--- src/rtl/sram_ctrl_pkg.sv ---
// Shared types for the static RAM access controller.
// Assumes: one access in flight at a time; pin levels are a pure function of
// the sequencer state, so the decode lives here and is registered by the user.
package sram_ctrl_pkg;

    typedef enum logic [2:0] {
        ST_IDLE     = 3'd0,
        ST_RD_ACC   = 3'd1,
        ST_RD_TURN  = 3'd2,
        ST_WR_SETUP = 3'd3,
        ST_WR_PULSE = 3'd4,
        ST_WR_HOLD  = 3'd5
    } acc_state_e;

    typedef struct packed {
        logic ce1_n;
        logic ce2;
        logic oe_n;
        logic we_n;
        logic dq_oe;
    } pin_ctl_s;

    localparam pin_ctl_s PINS_STANDBY = '{ce1_n: 1'b1, ce2: 1'b0, oe_n: 1'b1, we_n: 1'b1, dq_oe: 1'b0};

    // Map a sequencer state to the control pin levels it needs.
    function automatic pin_ctl_s decode_pins(input acc_state_e st);
        pin_ctl_s p;
        p = PINS_STANDBY;
        case (st)
            ST_RD_ACC: begin
                p.ce1_n = 1'b0;
                p.ce2   = 1'b1;
                p.oe_n  = 1'b0;
            end
            ST_WR_SETUP, ST_WR_HOLD: begin
                p.ce1_n = 1'b0;
                p.ce2   = 1'b1;
                p.dq_oe = 1'b1;
            end
            ST_WR_PULSE: begin
                p.ce1_n = 1'b0;
                p.ce2   = 1'b1;
                p.we_n  = 1'b0;
                p.dq_oe = 1'b1;
            end
            default: p = PINS_STANDBY;
        endcase
        return p;
    endfunction

endpackage

--- src/rtl/sram_access_fsm.sv ---
// Access sequencer: takes one request at a time and steps through the read or
// write phases, counting WAIT_CYC cycles for the timed phase.
// Assumes: WAIT_CYC >= 1; request fields are held while req_valid waits.
module sram_access_fsm
    import sram_ctrl_pkg::*;
#(
    parameter int WAIT_CYC = 9
) (
    input  logic       clk,
    input  logic       rst_n,
    input  logic       req_valid,
    input  logic       req_we,
    output logic       req_ready,
    output logic       accept,
    output acc_state_e state_q,
    output acc_state_e state_d,
    output logic       last_cyc
);

    localparam int CNT_W = (WAIT_CYC > 1) ? $clog2(WAIT_CYC) : 1;
    localparam logic [CNT_W-1:0] CNT_LAST = CNT_W'(WAIT_CYC - 1);

    logic [CNT_W-1:0] cnt_q;
    logic             timed_phase;

    assign req_ready   = (state_q == ST_IDLE);
    assign accept      = req_valid && req_ready;
    assign timed_phase = (state_q == ST_RD_ACC) || (state_q == ST_WR_PULSE);
    assign last_cyc    = timed_phase && (cnt_q == CNT_LAST);

    // Next-state selection for the access sequence.
    always_comb begin
        state_d = state_q;
        case (state_q)
            ST_IDLE:     if (accept) state_d = req_we ? ST_WR_SETUP : ST_RD_ACC;
            ST_RD_ACC:   if (last_cyc) state_d = ST_RD_TURN;
            ST_RD_TURN:  state_d = ST_IDLE;
            ST_WR_SETUP: state_d = ST_WR_PULSE;
            ST_WR_PULSE: if (last_cyc) state_d = ST_WR_HOLD;
            ST_WR_HOLD:  state_d = ST_IDLE;
            default:     state_d = ST_IDLE;
        endcase
    end

    // State register.
    always_ff @(posedge clk) begin
        if (!rst_n) state_q <= ST_IDLE;
        else        state_q <= state_d;
    end

    // Wait counter: runs only in the timed phases, restarts at zero on entry.
    always_ff @(posedge clk) begin
        if (!rst_n)                     cnt_q <= '0;
        else if (timed_phase && !last_cyc) cnt_q <= cnt_q + 1'b1;
        else                            cnt_q <= '0;
    end

    // a taken request makes the controller busy on the next cycle.
    assert_busy_after_accept_R2: assert property (@(posedge clk) disable iff (!rst_n)
        accept |=> !req_ready);

endmodule

--- src/rtl/sram_pin_driver.sv ---
// Memory pin registers: every control pin, the address and the write data come
// straight from a flop, so the memory never sees decode glitches.
// Assumes: state_d is the sequencer's next state; accept marks a taken request.
module sram_pin_driver
    import sram_ctrl_pkg::*;
#(
    parameter int ADDR_W = 18,
    parameter int DATA_W = 8
) (
    input  logic              clk,
    input  logic              rst_n,
    input  acc_state_e        state_d,
    input  logic              accept,
    input  logic [ADDR_W-1:0] req_addr,
    input  logic [DATA_W-1:0] req_wdata,
    output logic [ADDR_W-1:0] mem_addr,
    output logic              mem_ce1_n,
    output logic              mem_ce2,
    output logic              mem_oe_n,
    output logic              mem_we_n,
    output logic [DATA_W-1:0] mem_dq_o,
    output logic              mem_dq_oe
);

    pin_ctl_s             ctl_q;
    logic [ADDR_W-1:0]    addr_q;
    logic [DATA_W-1:0]    wdata_q;

    // Control pins follow the decoded next state, one register stage.
    always_ff @(posedge clk) begin
        if (!rst_n) ctl_q <= PINS_STANDBY;
        else        ctl_q <= decode_pins(state_d);
    end

    // Address and write data are captured once per request and then held.
    always_ff @(posedge clk) begin
        if (!rst_n) begin
            addr_q  <= '0;
            wdata_q <= '0;
        end else if (accept) begin
            addr_q  <= req_addr;
            wdata_q <= req_wdata;
        end
    end

    assign mem_addr  = addr_q;
    assign mem_dq_o  = wdata_q;
    assign mem_ce1_n = ctl_q.ce1_n;
    assign mem_ce2   = ctl_q.ce2;
    assign mem_oe_n  = ctl_q.oe_n;
    assign mem_we_n  = ctl_q.we_n;
    assign mem_dq_oe = ctl_q.dq_oe;

    // output enable stays off while the write strobe is low.
    assert_oe_off_in_write_R6: assert property (@(posedge clk) disable iff (!rst_n)
        !mem_we_n |-> mem_oe_n);

    // no drive in the cycle after the memory was allowed to drive.
    assert_turnaround_R8: assert property (@(posedge clk) disable iff (!rst_n)
        $past(!mem_oe_n) |-> !mem_dq_oe);

    // the two drivers are never enabled together.
    assert_no_contention_R8: assert property (@(posedge clk) disable iff (!rst_n)
        !(mem_dq_oe && !mem_oe_n));

endmodule

--- src/rtl/sram_read_capture.sv ---
// Read return path: samples the memory data in the last cycle of the read
// window and presents it with a one-cycle strobe.
// Assumes: mem_dq_i is settled by the last wait cycle (WAIT_CYC sized for it).
module sram_read_capture
    import sram_ctrl_pkg::*;
#(
    parameter int DATA_W = 8
) (
    input  logic              clk,
    input  logic              rst_n,
    input  acc_state_e        state_q,
    input  logic              last_cyc,
    input  logic [DATA_W-1:0] mem_dq_i,
    output logic              rd_valid,
    output logic [DATA_W-1:0] rd_data
);

    logic take;

    assign take = (state_q == ST_RD_ACC) && last_cyc;

    // Capture register and strobe for returned read data.
    always_ff @(posedge clk) begin
        if (!rst_n) begin
            rd_valid <= 1'b0;
            rd_data  <= '0;
        end else begin
            rd_valid <= take;
            if (take) rd_data <= mem_dq_i;
        end
    end

    // the strobe lasts exactly one cycle.
    assert_rd_pulse_R5: assert property (@(posedge clk) disable iff (!rst_n)
        rd_valid |=> !rd_valid);

endmodule

--- src/rtl/sram_port_ctrl.sv ---
// Top of the static RAM access controller: sequencer, pin registers and read
// return path. The data pad buffer is outside; mem_dq_oe enables its driver.
// Assumes: WAIT_CYC * clock period covers the memory's access time.
module sram_port_ctrl
    import sram_ctrl_pkg::*;
#(
    parameter int ADDR_W   = 18,
    parameter int DATA_W   = 8,
    parameter int WAIT_CYC = 9
) (
    input  logic              clk,
    input  logic              rst_n,
    input  logic              req_valid,
    output logic              req_ready,
    input  logic              req_we,
    input  logic [ADDR_W-1:0] req_addr,
    input  logic [DATA_W-1:0] req_wdata,
    output logic              rd_valid,
    output logic [DATA_W-1:0] rd_data,
    output logic [ADDR_W-1:0] mem_addr,
    output logic              mem_ce1_n,
    output logic              mem_ce2,
    output logic              mem_oe_n,
    output logic              mem_we_n,
    output logic [DATA_W-1:0] mem_dq_o,
    output logic              mem_dq_oe,
    input  logic [DATA_W-1:0] mem_dq_i
);

    acc_state_e state_q;
    acc_state_e state_d;
    logic       accept;
    logic       last_cyc;

    sram_access_fsm #(.WAIT_CYC(WAIT_CYC)) u_fsm (
        .clk       (clk),
        .rst_n     (rst_n),
        .req_valid (req_valid),
        .req_we    (req_we),
        .req_ready (req_ready),
        .accept    (accept),
        .state_q   (state_q),
        .state_d   (state_d),
        .last_cyc  (last_cyc)
    );

    sram_pin_driver #(.ADDR_W(ADDR_W), .DATA_W(DATA_W)) u_pins (
        .clk       (clk),
        .rst_n     (rst_n),
        .state_d   (state_d),
        .accept    (accept),
        .req_addr  (req_addr),
        .req_wdata (req_wdata),
        .mem_addr  (mem_addr),
        .mem_ce1_n (mem_ce1_n),
        .mem_ce2   (mem_ce2),
        .mem_oe_n  (mem_oe_n),
        .mem_we_n  (mem_we_n),
        .mem_dq_o  (mem_dq_o),
        .mem_dq_oe (mem_dq_oe)
    );

    sram_read_capture #(.DATA_W(DATA_W)) u_rd (
        .clk      (clk),
        .rst_n    (rst_n),
        .state_q  (state_q),
        .last_cyc (last_cyc),
        .mem_dq_i (mem_dq_i),
        .rd_valid (rd_valid),
        .rd_data  (rd_data)
    );

    // while ready, the memory is deselected and nothing drives the bus.
    assert_idle_standby_R1: assert property (@(posedge clk) disable iff (!rst_n)
        req_ready |-> (mem_ce1_n && !mem_ce2 && mem_oe_n && mem_we_n && !mem_dq_oe));

    // never ready while the memory is selected.
    assert_busy_while_selected_R2: assert property (@(posedge clk) disable iff (!rst_n)
        (!mem_ce1_n || mem_ce2) |-> !req_ready);

    // address holds while the memory stays selected.
    assert_addr_stable_R3: assert property (@(posedge clk) disable iff (!rst_n)
        (!mem_ce1_n && $past(!mem_ce1_n)) |-> $stable(mem_addr));

    // data is driven in the cycle before the write strobe falls.
    assert_setup_drive_R7: assert property (@(posedge clk) disable iff (!rst_n)
        $fell(mem_we_n) |-> ($past(mem_dq_oe) && mem_dq_oe));

    // data is still driven in the cycle after the write strobe rises.
    assert_hold_drive_R7: assert property (@(posedge clk) disable iff (!rst_n)
        $rose(mem_we_n) |-> (mem_dq_oe && $stable(mem_dq_o)));

    // an access ends with the memory deselected for a cycle.
    assert_deselect_gap_R9: assert property (@(posedge clk) disable iff (!rst_n)
        ($past(mem_ce1_n) && !mem_ce1_n) |-> $past(!mem_ce2));

endmodule

--- config.mk ---
export PLATFORM = sky130hd
export DESIGN_NAME = sram_port_ctrl
export DESIGN_NICKNAME = d
export VERILOG_FILES = /design/src/rtl/sram_ctrl_pkg.sv /design/src/rtl/sram_access_fsm.sv /design/src/rtl/sram_pin_driver.sv /design/src/rtl/sram_read_capture.sv /design/src/rtl/sram_port_ctrl.sv
export SDC_FILE = /design/constraint.sdc
export NUM_CORES = 1
export LEC_CHECK = 0
export BUFFER_PORTS_ARGS = -buffer_cell sky130_fd_sc_hd__clkbuf_2
export CELL_PAD_IN_SITES_DETAIL_PLACEMENT = 1
export CELL_PAD_IN_SITES_GLOBAL_PLACEMENT = 1
export CORE_AREA = 4 4 110 60
export DETAILED_ROUTE_END_ITERATION = 6
export DIE_AREA = 0 0 114 64
export PLACE_DENSITY = 0.82
export SLEW_MARGIN = 20
export SYNTH_ARGS = -nofsm -noshare
export SYNTH_HDL_FRONTEND = slang
export SYNTH_SLANG_ARGS = --single-unit
--- constraint.sdc ---
create_clock -name clk -period 2 [get_ports clk]
set_input_delay 0.2 -clock clk [delete_from_list [all_inputs] [get_ports clk]]
set_output_delay 0.2 -clock clk [all_outputs]
set_load 0.01 [all_outputs]
Word-level counts from Yosys, hierarchy flattened --
Cells that the tools add are included.
Cells by class: add/subtract/negate cells 1, shift operators 0, multipliers 0, reductions and logical operators 10, div/mod/pow operators 0, equal/unequal tests 8, magnitude comparators 0, muxes and demuxes 9, bitwise logic cells 0
Operators with widths (count):
- one-hot mux 3 bit (4 select lines) | 1
- equality test 3 bit, second input constant | 3
- 2-to-1 mux 3 bit | 3
- equality test 3 x 1 -> 1 bit, second input constant | 2
- equality test 3 x 2 -> 1 bit, second input constant | 2
- adder 4 x 1 -> 4 bit, second input constant | 1
- equality test 4 bit, second input constant | 1
- logical AND 1 bit | 4
- 2-to-1 mux 2 bit | 2
- OR reduction 4 bit | 1
- logical NOT 3 bit | 1
- 2-to-1 mux 1 bit | 3
- OR reduction 3 bit | 1
- AND reduction 2 bit | 1
- logical NOT 1 bit | 1
- logical OR 1 bit | 1
Storage, ports and cells: latch bits 0, logic and storage cells 39, memory bits (read-only) 0, register bits 47, input port bits 38, memories kept 0, RAM bits 0

Logic depth before layout (Yosys ltp) --
Gate-level depths: netlist (run 1).
depth after elaboration 8, gate-level depth with buffers 6

Modules after synthesis --
Synthesis (run 1) repeated with hierarchy kept, for this count alone.
Second synthesis, totals: cell total of the unflattened synthesis 173, area, all modules 1886.8 µm²
By module, submodules not included:
- sram_pin_driver | area an instance 1164.9 µm², times used 1, cells each 98
- sram_read_capture | area an instance 362.8 µm², times used 1, cells each 38
- sram_access_fsm | area an instance 359.1 µm², times used 1, cells each 37

Worst setup path after synthesis (run 1) --
No wires, ideal clock.
kind register to register, start reg u_fsm.state_q[0], end reg u_pins.ctl_q (netlist bit u_pins.mem_oe_n), arrival 1.305 ns, data required time 1.872 ns, setup time 0.128 ns, slack 0.568 ns, buffers on the path 2, stages on the path, launching flop included 6, cells stage by stage dfxtp_1 buf_6 or4b_4 buf_6 nor3b_1 a31oi_1
Between the ends: cells in the longest elaborated chain, start to end 7, elaborated cells between the ends (all ways) 13
RTL lines:
- start: declaration | RTL line sram_access_fsm.sv:15 | output acc_state_e state_q,
- start signal: assignment | RTL line sram_access_fsm.sv:48 | else state_q <= state_d;
- equality test 3 x 1 -> 1 bit or equality test 3 bit (tied branches) | RTL line sram_access_fsm.sv:28, sram_access_fsm.sv:34
- logical OR 1 bit | RTL line sram_access_fsm.sv:28 | assign timed_phase = (state_q == ST_RD_ACC) || (state_q == ST_WR_PULSE);
- logical AND 1 bit | RTL line sram_access_fsm.sv:29 | assign last_cyc = timed_phase && (cnt_q == CNT_LAST);
- 2-to-1 mux 3 bit, on equally long branches | RTL line sram_access_fsm.sv:39, sram_access_fsm.sv:36
- one-hot mux 3 bit (4 select lines) (*) | RTL line sram_access_fsm.sv:34 | case (state_q)
- equality test 3 x 1 -> 1 bit (*) | RTL line sram_ctrl_pkg.sv:29 | case (st)
- 2-to-1 mux 1 bit (*) | RTL line sram_ctrl_pkg.sv:29
- end signal: assignment | RTL line sram_pin_driver.sv:32 | else ctl_q <= decode_pins(state_d);
- end: declaration | RTL line sram_pin_driver.sv:25 | pin_ctl_s ctl_q;
Mark *: on every way between the ends. The rest lies on a longest branch, timed or not. A chain may end at the register's enable or synchronous reset.

Worst setup path in the final report (run 1) --
Ends and elaborated chain as after synthesis.

==> flow_summary.toml, run 1 <==
[run_status]
status = "completed"

[synth]
synth-simple-area-share = 0.212
synth_top_family_by_area = "simple AND/OR/NAND/NOR gates"
synth_cells = 206
yosysSeqAreaShare = 0.504
synthDistinctLibCells = 32
syn_nets = 246
synth.area.mux_share = 0
synth_compound_area_frac = 0.193
synth_xor_area_frac = 0.0141
synthAdderAreaFrac = 0.0134
postSynthAreaPerCell_um2 = 9.07
syn-cell-area_mm2 = 0.00187
yosys_warnings = 0
synth-seq-cells = 47

[route]
initialDrtViolationCount = 65
drc = 0
vias_per_cell = 4.65
wl_per_cell_um = 13.7
finalWirelength_mm = 4.94
num_vias = 1673
postRouteAntennaNets = 0
dr.pass1.iters = 4

[cts]
postCtsSetupBuffers = 0
clock_sinks = 47
cts_root_buf = "clkbuf_16"
cts_buffer_depth = 2
ctsHoldBuffers = 0
cts_tree = "done"
insertion_delay_ps = 290
cts_buffers = 5
cts-resized-gates = 0
cts.reportedPaths.clkPinSlew_ps = 70
cts_max_level = 2

[global_routing]
track_usage = 0.136
grt_pass1_wl_mm = 7.95
grt_max_degree = 28
gr-total-overflow = 0
grt_pass1_vias = 1614
antenna_found_initial = 0

[sta]
hold_viol_final = 0
rsz0062_at_grt = "false"
worst_pin_slew_ps = 448
fin_skew_ps = 7.82
min_period_over_period = 0.791
fmaxAchievable_mhz = 632
final-max-slew-violation-count = 0
period_minus_slack_ps = 1580
setup_tns_ps = 0
hold_ws_ps = 132
finalSetupViolCount = 0
slew_headroom = 0.702

[worst_setup_path]
end_kind = "register"
arrival_ps = 1740
ff2ff_setup_slack_ps = 420
startpoint_type = "register"
critical_path_class = "reg -> reg"
required_ps = 2160
cp_max_fo = 27

[floorplan]
die-area_mm2 = 0.00730
fp.coreArea_mm2 = 0.00576
die_h_um = 64
fp.dieW_um = 114
core.rowCount = 20
initial_core_util = 0.325
ios = 79

[hold_path]
min_path_type = "in -> reg"

[pwr]
power_uw = 2220
cellPowerDensity_mw_per_mm2 = 899
swShare = 0.240
p_sw_uw = 532
power_frac_seq = 0.455
vdd_drop_max_v = 0.000327
p_int_uw = 1690
p_comb_frac = 0.114
clkPwrFrac = 0.431
p_leak_uw = 0.00109

[job]
drv_cap = 0

[layout]
fin_nets = 322
seqCellArea_um2 = 941
multi_input_area_um2 = 807
drive_above_1_share = 0.332
syn_to_final_growth_pct = 32.2
nFillCells = 717
diodes = 0

[placement]
hpwl_mm = 3.75
gp_congestion = 0.736
port_buffers = 78
[worst max-delay path, cell delays in order (launching register included)]
cell	delay (ps)
dfxtp_1	400
or4b_4	750
nor3b_1	240
a31oi_1	60
[state kept, by name, summed over array words and instances (netlist names)]
signal / count
u_fsm.cnt_q: 4
u_fsm.state_q: 3
u_pins.mem_addr: 18
u_pins.mem_ce1_n: 1
u_pins.mem_ce2: 1
u_pins.mem_dq_o: 8
u_pins.mem_dq_oe: 1
u_pins.mem_oe_n: 1
u_pins.mem_we_n: 1
u_rd.rd_data: 8
u_rd.rd_valid: 1
[worst paths after layout]
path,cells past startpoint,startpoint,to
setup reg to reg,3,u_fsm.state_q[0],u_pins.mem_oe_n
hold reg to reg,2,u_pins.mem_addr[13],u_pins.mem_addr[13]
setup / recovery,3,u_fsm.state_q[0],u_pins.mem_oe_n
hold / removal,3,req_addr[9],u_pins.mem_addr[9]
[synthesized netlist by cell type, drive strengths merged]
| master | instances | share of area |
|---|---|---|
| nor4bb | 1 | 0.0054 |
| ha | 2 | 0.013 |
| or3 | 1 | 0.0034 |
| inv | 5 | 0.010 |
| buf | 10 | 0.044 |
| a32o | 1 | 0.0054 |
| a32oi | 1 | 0.0047 |
| or4b | 1 | 0.0074 |
| nor2 | 5 | 0.010 |
| a31oi | 2 | 0.0067 |
| o2111a | 1 | 0.0060 |
| nand4bb | 1 | 0.0060 |
| nor2b | 3 | 0.010 |
| xnor2 | 1 | 0.0047 |
| nor4b | 1 | 0.013 |
| and3 | 1 | 0.0034 |
| nor3 | 1 | 0.0027 |
| a22oi | 1 | 0.0040 |
| o21ai | 8 | 0.021 |
| nand3 | 10 | 0.027 |
| xor2 | 2 | 0.0094 |
| nor3b | 1 | 0.0040 |
| nand2b | 1 | 0.0034 |
| nand3b | 1 | 0.0040 |
| nand2 | 56 | 0.11 |
| dfxtp | 47 | 0.50 |
| clkbuf | 5 | 0.010 |
| a21boi | 35 | 0.14 |
| o21a | 1 | 0.0040 |
[logic make-up (layout without fill, tap and decap cells)]
kind of cell | Yosys count | count (layout)
AND/OR/NAND/NOR | 84 | 84
AO/OA/AOI/OAI | 50 | 50
flip-flops | 47 | 47
buffers and inverters | 20 | 97
XOR/XNOR | 3 | 3
adder cells (fa/ha/maj) | 2 | 2
[layer usage]
layer  GRT usage  wire length, um  up-vias
met2       0.197             2000       50
li1            -                -      840
met5           0                0        -
met4      0.0356               34        0
met3      0.0530              390        4
met1       0.189             2520      779
[power groups by stage]
stage                     combinational, uW  sequential, uW  clock (uW)
after global routing                    283            1020        1020
final                                   253            1010         956
after floorplan                         141            1040           0
after global placement                  252            1030           0
after CTS                               259            1010         980
after detailed placement                259            1030           0
[layout make-up]
cell class	instances	area share
clock buffers	5	0.0507
clock inverters	3	0.0187
inverters	5	0.00760
multi-input cells	139	0.327
flip-flops and latches	47	0.381
well taps	77	0.0390
repair buffers	84	0.176
[through the flow]
step	utilization	instances	setup WS [ps]	instance area (um2)
floorplan	-	206	568	1870
global placement	0.399	352	429	2300
detailed placement	0.399	352	401	2300
CTS	0.429	360	400	2470
global route	0.429	360	347	2470
finish	0.429	360	419	2470
[placed cells by master, fill, tap and decap left out, types with 2 or more instances in the layout]
cell / n
a21boi_1: 20
o21ai_0: 8
nor2_1: 5
a31oi_1: 2
clkbuf_16: 5
inv_1: 5
xor2_1: 2
nand2_1: 56
dfxtp_1: 47
clkbuf_2: 78
nand3_1: 10
nor2b_1: 3
a21boi_0: 15
buf_4: 6
ha_1: 2
Note: power is estimated with default switching activity, not from simulation.
==> run 2: changes to the inputs <==
- clock period: 2 -> 1.55 ns (I/O delays scaled with it)
==> flow_summary.toml, run 2 (synthesis gave the netlist of run 1 again) <==
[pwr]
clkPwrFrac = 0.413
vdd_drop_max_v = 0.000568
cellPowerDensity_mw_per_mm2 = 1120
p_comb_frac = 0.124
p_leak_uw = 0.00111
power_frac_seq = 0.463
p_int_uw = 2180
power_uw = 2810
swShare = 0.226
p_sw_uw = 634

[placement]
hpwl_mm = 3.89
post-place-ws_ps = 97.4
gp_congestion = 0.817
port_buffers = 78

[sta]
min_period_over_period = 0.933
hold_ws_ps = 94.0
finalSetupViolCount = 0
rsz0062_at_grt = "false"
fmaxAchievable_mhz = 692
period_minus_slack_ps = 1450
hold_viol_final = 0
worst_slack_ps = 104
worst_pin_slew_ps = 485
setup_tns_ps = 0
final-max-slew-violation-count = 0
fin_skew_ps = 3.07
slew_headroom = 0.676

[floorplan]
initial_core_util = 0.325
die_h_um = 64
die-area_mm2 = 0.00730
ios = 79
fp.coreArea_mm2 = 0.00576
fp.dieW_um = 114
core.rowCount = 20

[route]
postRouteAntennaNets = 0
num_vias = 1678
dr.pass1.iters = 4
initialDrtViolationCount = 92
wl_per_cell_um = 13.9
finalWirelength_mm = 5.05
drc = 0
vias_per_cell = 4.62

[cts]
clock_sinks = 47
cts-resized-gates = 0
cts_buffer_depth = 2
cts_buffers = 5
cts.reportedPaths.clkPinSlew_ps = 60
ctsHoldBuffers = 0
cts_max_level = 2
cts_root_buf = "clkbuf_16"
postCtsSetupBuffers = 0
cts_tree = "done"
insertion_delay_ps = 280

[global_routing]
grt_max_degree = 27
grt_pass1_vias = 1666
gr-total-overflow = 0
track_usage = 0.144
antenna_found_initial = 0
grt_pass1_wl_mm = 8.36

[layout]
diodes = 0
fin_nets = 326
syn_to_final_growth_pct = 33.8
drive_above_1_share = 0.336
largest_register_ffs = 18
final_common_cell = "clkbuf_2"
final_cell_mix = "78 x clkbuf_2, 56 x nand2_1, 47 x dfxtp_1, 20 x a21boi_1, 15 x a21boi_0"

[worst_setup_path]
startpoint_type = "register"
required_ps = 1710
end_kind = "register"
max_stage_delay_ps = 550
cp_slowest_cell = "or4b_4"
r2r_end = "u_pins.mem_addr[1]"
cp_max_fo = 26
crit_end = "u_pins.mem_addr[1]"
ff2ff_setup_slack_ps = 100
r2r-start = "u_fsm.state_q[0]"
reg2regPathDepth = 4
crit_chain = "or4b_4 -> buf_4 -> nand2_1 -> a21boi_0"
cp-startpoint = "u_fsm.state_q[0]"
critical_path_class = "reg -> reg"
arrival_ps = 1610

[job]
drv_cap = 0

[hold_path]
min_path_type = "in -> reg"

[run_status]
status = "completed"
## run 2: changes by cell type in the layout (fill, tap and decap cells not counted)
cell,before,now
clkbuf_1,0,1
inv_6,1,0
buf_4,6,9
buf_12,0,1
clkinvlp_4,1,0
## run 2: final cells by class
cell class,count,area [um2]
flip-flops and latches,47,941
well taps,77,96.3
repair buffers,88,478
clock buffers,6,129
inverters,5,18.8
multi-input cells,139,807
fillers,703,3260
clock inverters,1,30.0
## run 2: worst max-delay path: cells and delay by family (launching register included)
family	cells	cell delay, ps
AND/OR/NAND/NOR	2	650
flip-flops	1	350
buffers and inverters	1	240
AO/OA/AOI/OAI	1	90
## run 2: power groups by stage
stage                     Clock [uW]  Sequential, uW  Combinational (uW)
after floorplan                    0            1350                 182
after global placement             0            1330                 344
after detailed placement           0            1330                 354
after CTS                       1200            1300                 355
after global routing            1260            1310                 391
final                           1160            1300                 349
## run 2: per-layer routing
metal  routed length [um]  up-vias  global-route usage  part of all wire
met5                    0        -                   0                 0
met4                   15        0              0.0356            0.0030
met3                  404        2              0.0520             0.080
met2                 2130       48               0.213              0.42
met1                 2500      780               0.199              0.49
li1                     -      848                   -                 -
## run 2: worst min path at each step
| stage | start | to | slack, ps | depth (start not counted) |
|---|---|---|---|---|
| after global placement | req_addr[10] | u_pins.mem_addr[10] | 380 | 3 |
| after floorplan | req_addr[10] | u_pins.mem_addr[10] | 290 | 2 |
| after detailed placement | req_addr[12] | u_pins.mem_addr[12] | 390 | 3 |
| after CTS | req_addr[9] | u_pins.mem_addr[9] | 90 | 3 |
| after global routing | req_wdata[7] | u_pins.mem_dq_o[7] | 90 | 3 |
| final | req_addr[9] | u_pins.mem_addr[9] | 90 | 3 |
## run 2: through the flow
step,utilization,instance area (um2),std cells
finish,0.434,2500,363
global route,0.434,2500,363
CTS,0.434,2500,363
detailed placement,0.407,2340,356
global placement,0.407,2340,356
floorplan,-,1870,206
==> run 3: changes to the inputs <==
- CORE_AREA: 4 4 110 60 -> 4 4 109 59
- DIE_AREA: 0 0 114 64 -> 0 0 113 63
- SYNTH_HIERARCHICAL: not set -> 1
==> flow_summary.toml, run 3 <==
[sta]
period_minus_slack_ps = 1480
rsz0062_at_grt = "true"
fmaxAchievable_mhz = 674
min_period_over_period = 0.958
setup_tns_ps = 0
worst_pin_slew_ps = 403
final-max-slew-violation-count = 0
finalSetupViolCount = 0
slew_headroom = 0.732
fin_skew_ps = 11.2
hold_viol_final = 0
hold_ws_ps = 68.3

[synth]
syn-cell-area_mm2 = 0.00189
yosys-top-cells-count = "47 x dfxtp_1, 34 x mux2i_1, 28 x nor2b_1"
post-synth-top-count-cell = "dfxtp_1"
synthDistinctLibCells = 30
synth_area_leaders = "dfxtp_1 50%, mux2i_1 18%, nor2b_1 9.3%"
yosys.area.top_type = "dfxtp_1"
synth_cells = 173
async_flop_share = 0
yosys_warnings = 6
synth_top_area_frac = 0.499
postSynthAreaPerCell_um2 = 10.9
synth_enable_flop_cells = 0
synth-seq-cells = 47
syn_nets = 213
synth_ff_type = "dfxtp_1"
yosysSeqAreaShare = 0.499

[layout]
final_common_cell = "clkbuf_2"
design_area_mm2 = 0.00257
drive_above_1_share = 0.413
final_cell_mix = "78 x clkbuf_2, 45 x dfxtp_1, 34 x mux2i_1, 27 x nor2b_1, 18 x nand2_1"
syn_to_final_growth_pct = 36.1
instances_no_fill = 332
fin_nets = 298
diodes = 0
largest_register_ffs = 18

[worst_setup_path]
cp-startpoint = "u_fsm/state_q[2]"
crit_chain = "xnor2_1 -> nor3_2 -> and4bb_1 -> buf_12 -> mux2i_1"
ff2ff_setup_slack_ps = 70
critical_path_class = "reg -> reg"
arrival_ps = 1720
max_stage_delay_ps = 520
startpoint_type = "register"
end_kind = "register"
r2r-start = "u_fsm/state_q[2]"
cp_slowest_cell = "dfxtp_1"
cp_max_fo = 9
required_ps = 1790

[cts]
cts_tree = "done"
cts.reportedPaths.clkPinSlew_ps = 100
cts_root_buf = "clkbuf_8"
postCtsSetupBuffers = 0
cts_buffers = 5
cts_buffer_depth = 2
insertion_delay_ps = 300
clock_sinks = 47
cts_max_level = 2

[pwr]
vdd_drop_max_v = 0.000424
swShare = 0.248
p_int_uw = 1960
p_sw_uw = 646
p_leak_uw = 0.00116
clkPwrFrac = 0.351
p_comb_frac = 0.149
power_uw = 2610
power_frac_seq = 0.500
cellPowerDensity_mw_per_mm2 = 1010

[floorplan]
initial_core_util = 0.350
fp.dieW_um = 113
core.rowCount = 19
die-area_mm2 = 0.00712
ios = 79
die_h_um = 63
fp.coreArea_mm2 = 0.00540

[global_routing]
track_usage = 0.128
grt_pass1_wl_mm = 7.27
gr-total-overflow = 0
grt_max_degree = 31
grt_pass1_vias = 1505
antenna_found_initial = 0

[placement]
dpl.cell_count = 323
hpwl_mm = 3.43
dpl-instance-area_mm2 = 0.00240
port_buffers = 78
gp_congestion = 0.714

[hold_path]
min_path_type = "in -> reg"
worstHoldStart = "mem_dq_i[6]"

[job]
drv_cap = 0

[route]
finalWirelength_mm = 4.65
postRouteAntennaNets = 0
num_vias = 1484
wl_per_cell_um = 14.0
vias_per_cell = 4.47
drc = 0
initialDrtViolationCount = 37
dr.pass1.iters = 3

[run_status]
status = "completed"
-- run 3: cell types whose count changed in the layout (fill, tap and decap cells not counted), moves of 9 or more --
cell      delta
nand2_1     -38
mux2i_1     +34
nor2b_1     +24
a21boi_1    -20
a21boi_0    -15
nand3_1      -9
-- run 3: cell type report --
cell class / instances / area [um2]
Sequential cell: 47 / 943
Inverter: 3 / 11.3
Clock buffer: 5 / 68.8
Multi-Input combinational cell: 114 / 893
Clock inverter: 3 / 47.5
Tap cell: 73 / 91.3
Fill cell: 642 / 2830
Timing Repair Buffer: 87 / 513
-- run 3: critical path: cells and delay by family (launching register included) --
family | cells | cell delay (ps)
xor gates and xnor gates | 1 | 190
buffers and inverters | 1 | 150
DFF | 1 | 520
muxes | 1 | 180
and+or+nand+nor | 2 | 390
-- run 3: cell families (layout without fill, tap and decap cells) --
family                   Yosys count  in the layout  share of synthesized area
AO/OA/AOI/OAI                      6              6                     0.0265
XOR/XNOR                           3              3                     0.0139
flip-flops                        47             47                      0.499
multiplexers                      34             34                      0.180
adder cells (fa/ha/maj)            2              2                     0.0133
AND/OR/NAND/NOR                   69             69                      0.216
buffers and inverters             12             98                     0.0517
-- run 3: per-layer routing --
metal | up-vias | share of wire | GRT usage
met5 | - | 0 | 0
met2 | 27 | 0.57 | 0.257
met1 | 711 | 0.39 | 0.128
met3 | 2 | 0.040 | 0.0348
met4 | 0 | 0.0062 | 0.0360
li1 | 744 | - | -
-- run 3: power groups by stage --
stage / logic [uW] / registers [uW] / clock network [uW]
6_report: 388 / 1300 / 916
5_1_grt: 424 / 1310 / 1000
4_1_cts: 373 / 1300 / 944
3_5_place_dp: 369 / 1330 / 0
3_3_place_gp: 352 / 1330 / 0
2_1_floorplan: 201 / 1350 / 0
-- run 3: what timing repair did --
| action | in CTS | in global routing |
|---|---|---|
| resized for setup | 1 | 9 |
| setup endpoints to repair | 30 | 38 |
| hold buffers | 0 | 0 |
| pin swaps | 1 | 4 |
| gates cloned | 0 | 1 |
-- run 3: final timing paths --
path                            depth (start not counted)         endpoint
worst max-delay path                                    5  u_rd/rd_data[4]
worst min-delay path                                    3  u_rd/rd_data[6]
worst max register to register                          5  u_rd/rd_data[4]
worst min register to register                          2  u_rd/rd_data[3]
-- run 3: stage by stage --
stage          utilization  setup slack [ps]
6_report             0.476              65.2
3_5_place_dp         0.445             -61.3
2_1_floorplan            -             -11.6
3_3_place_gp         0.445              4.84
4_1_cts              0.468             -36.9
5_1_grt              0.476             -32.9
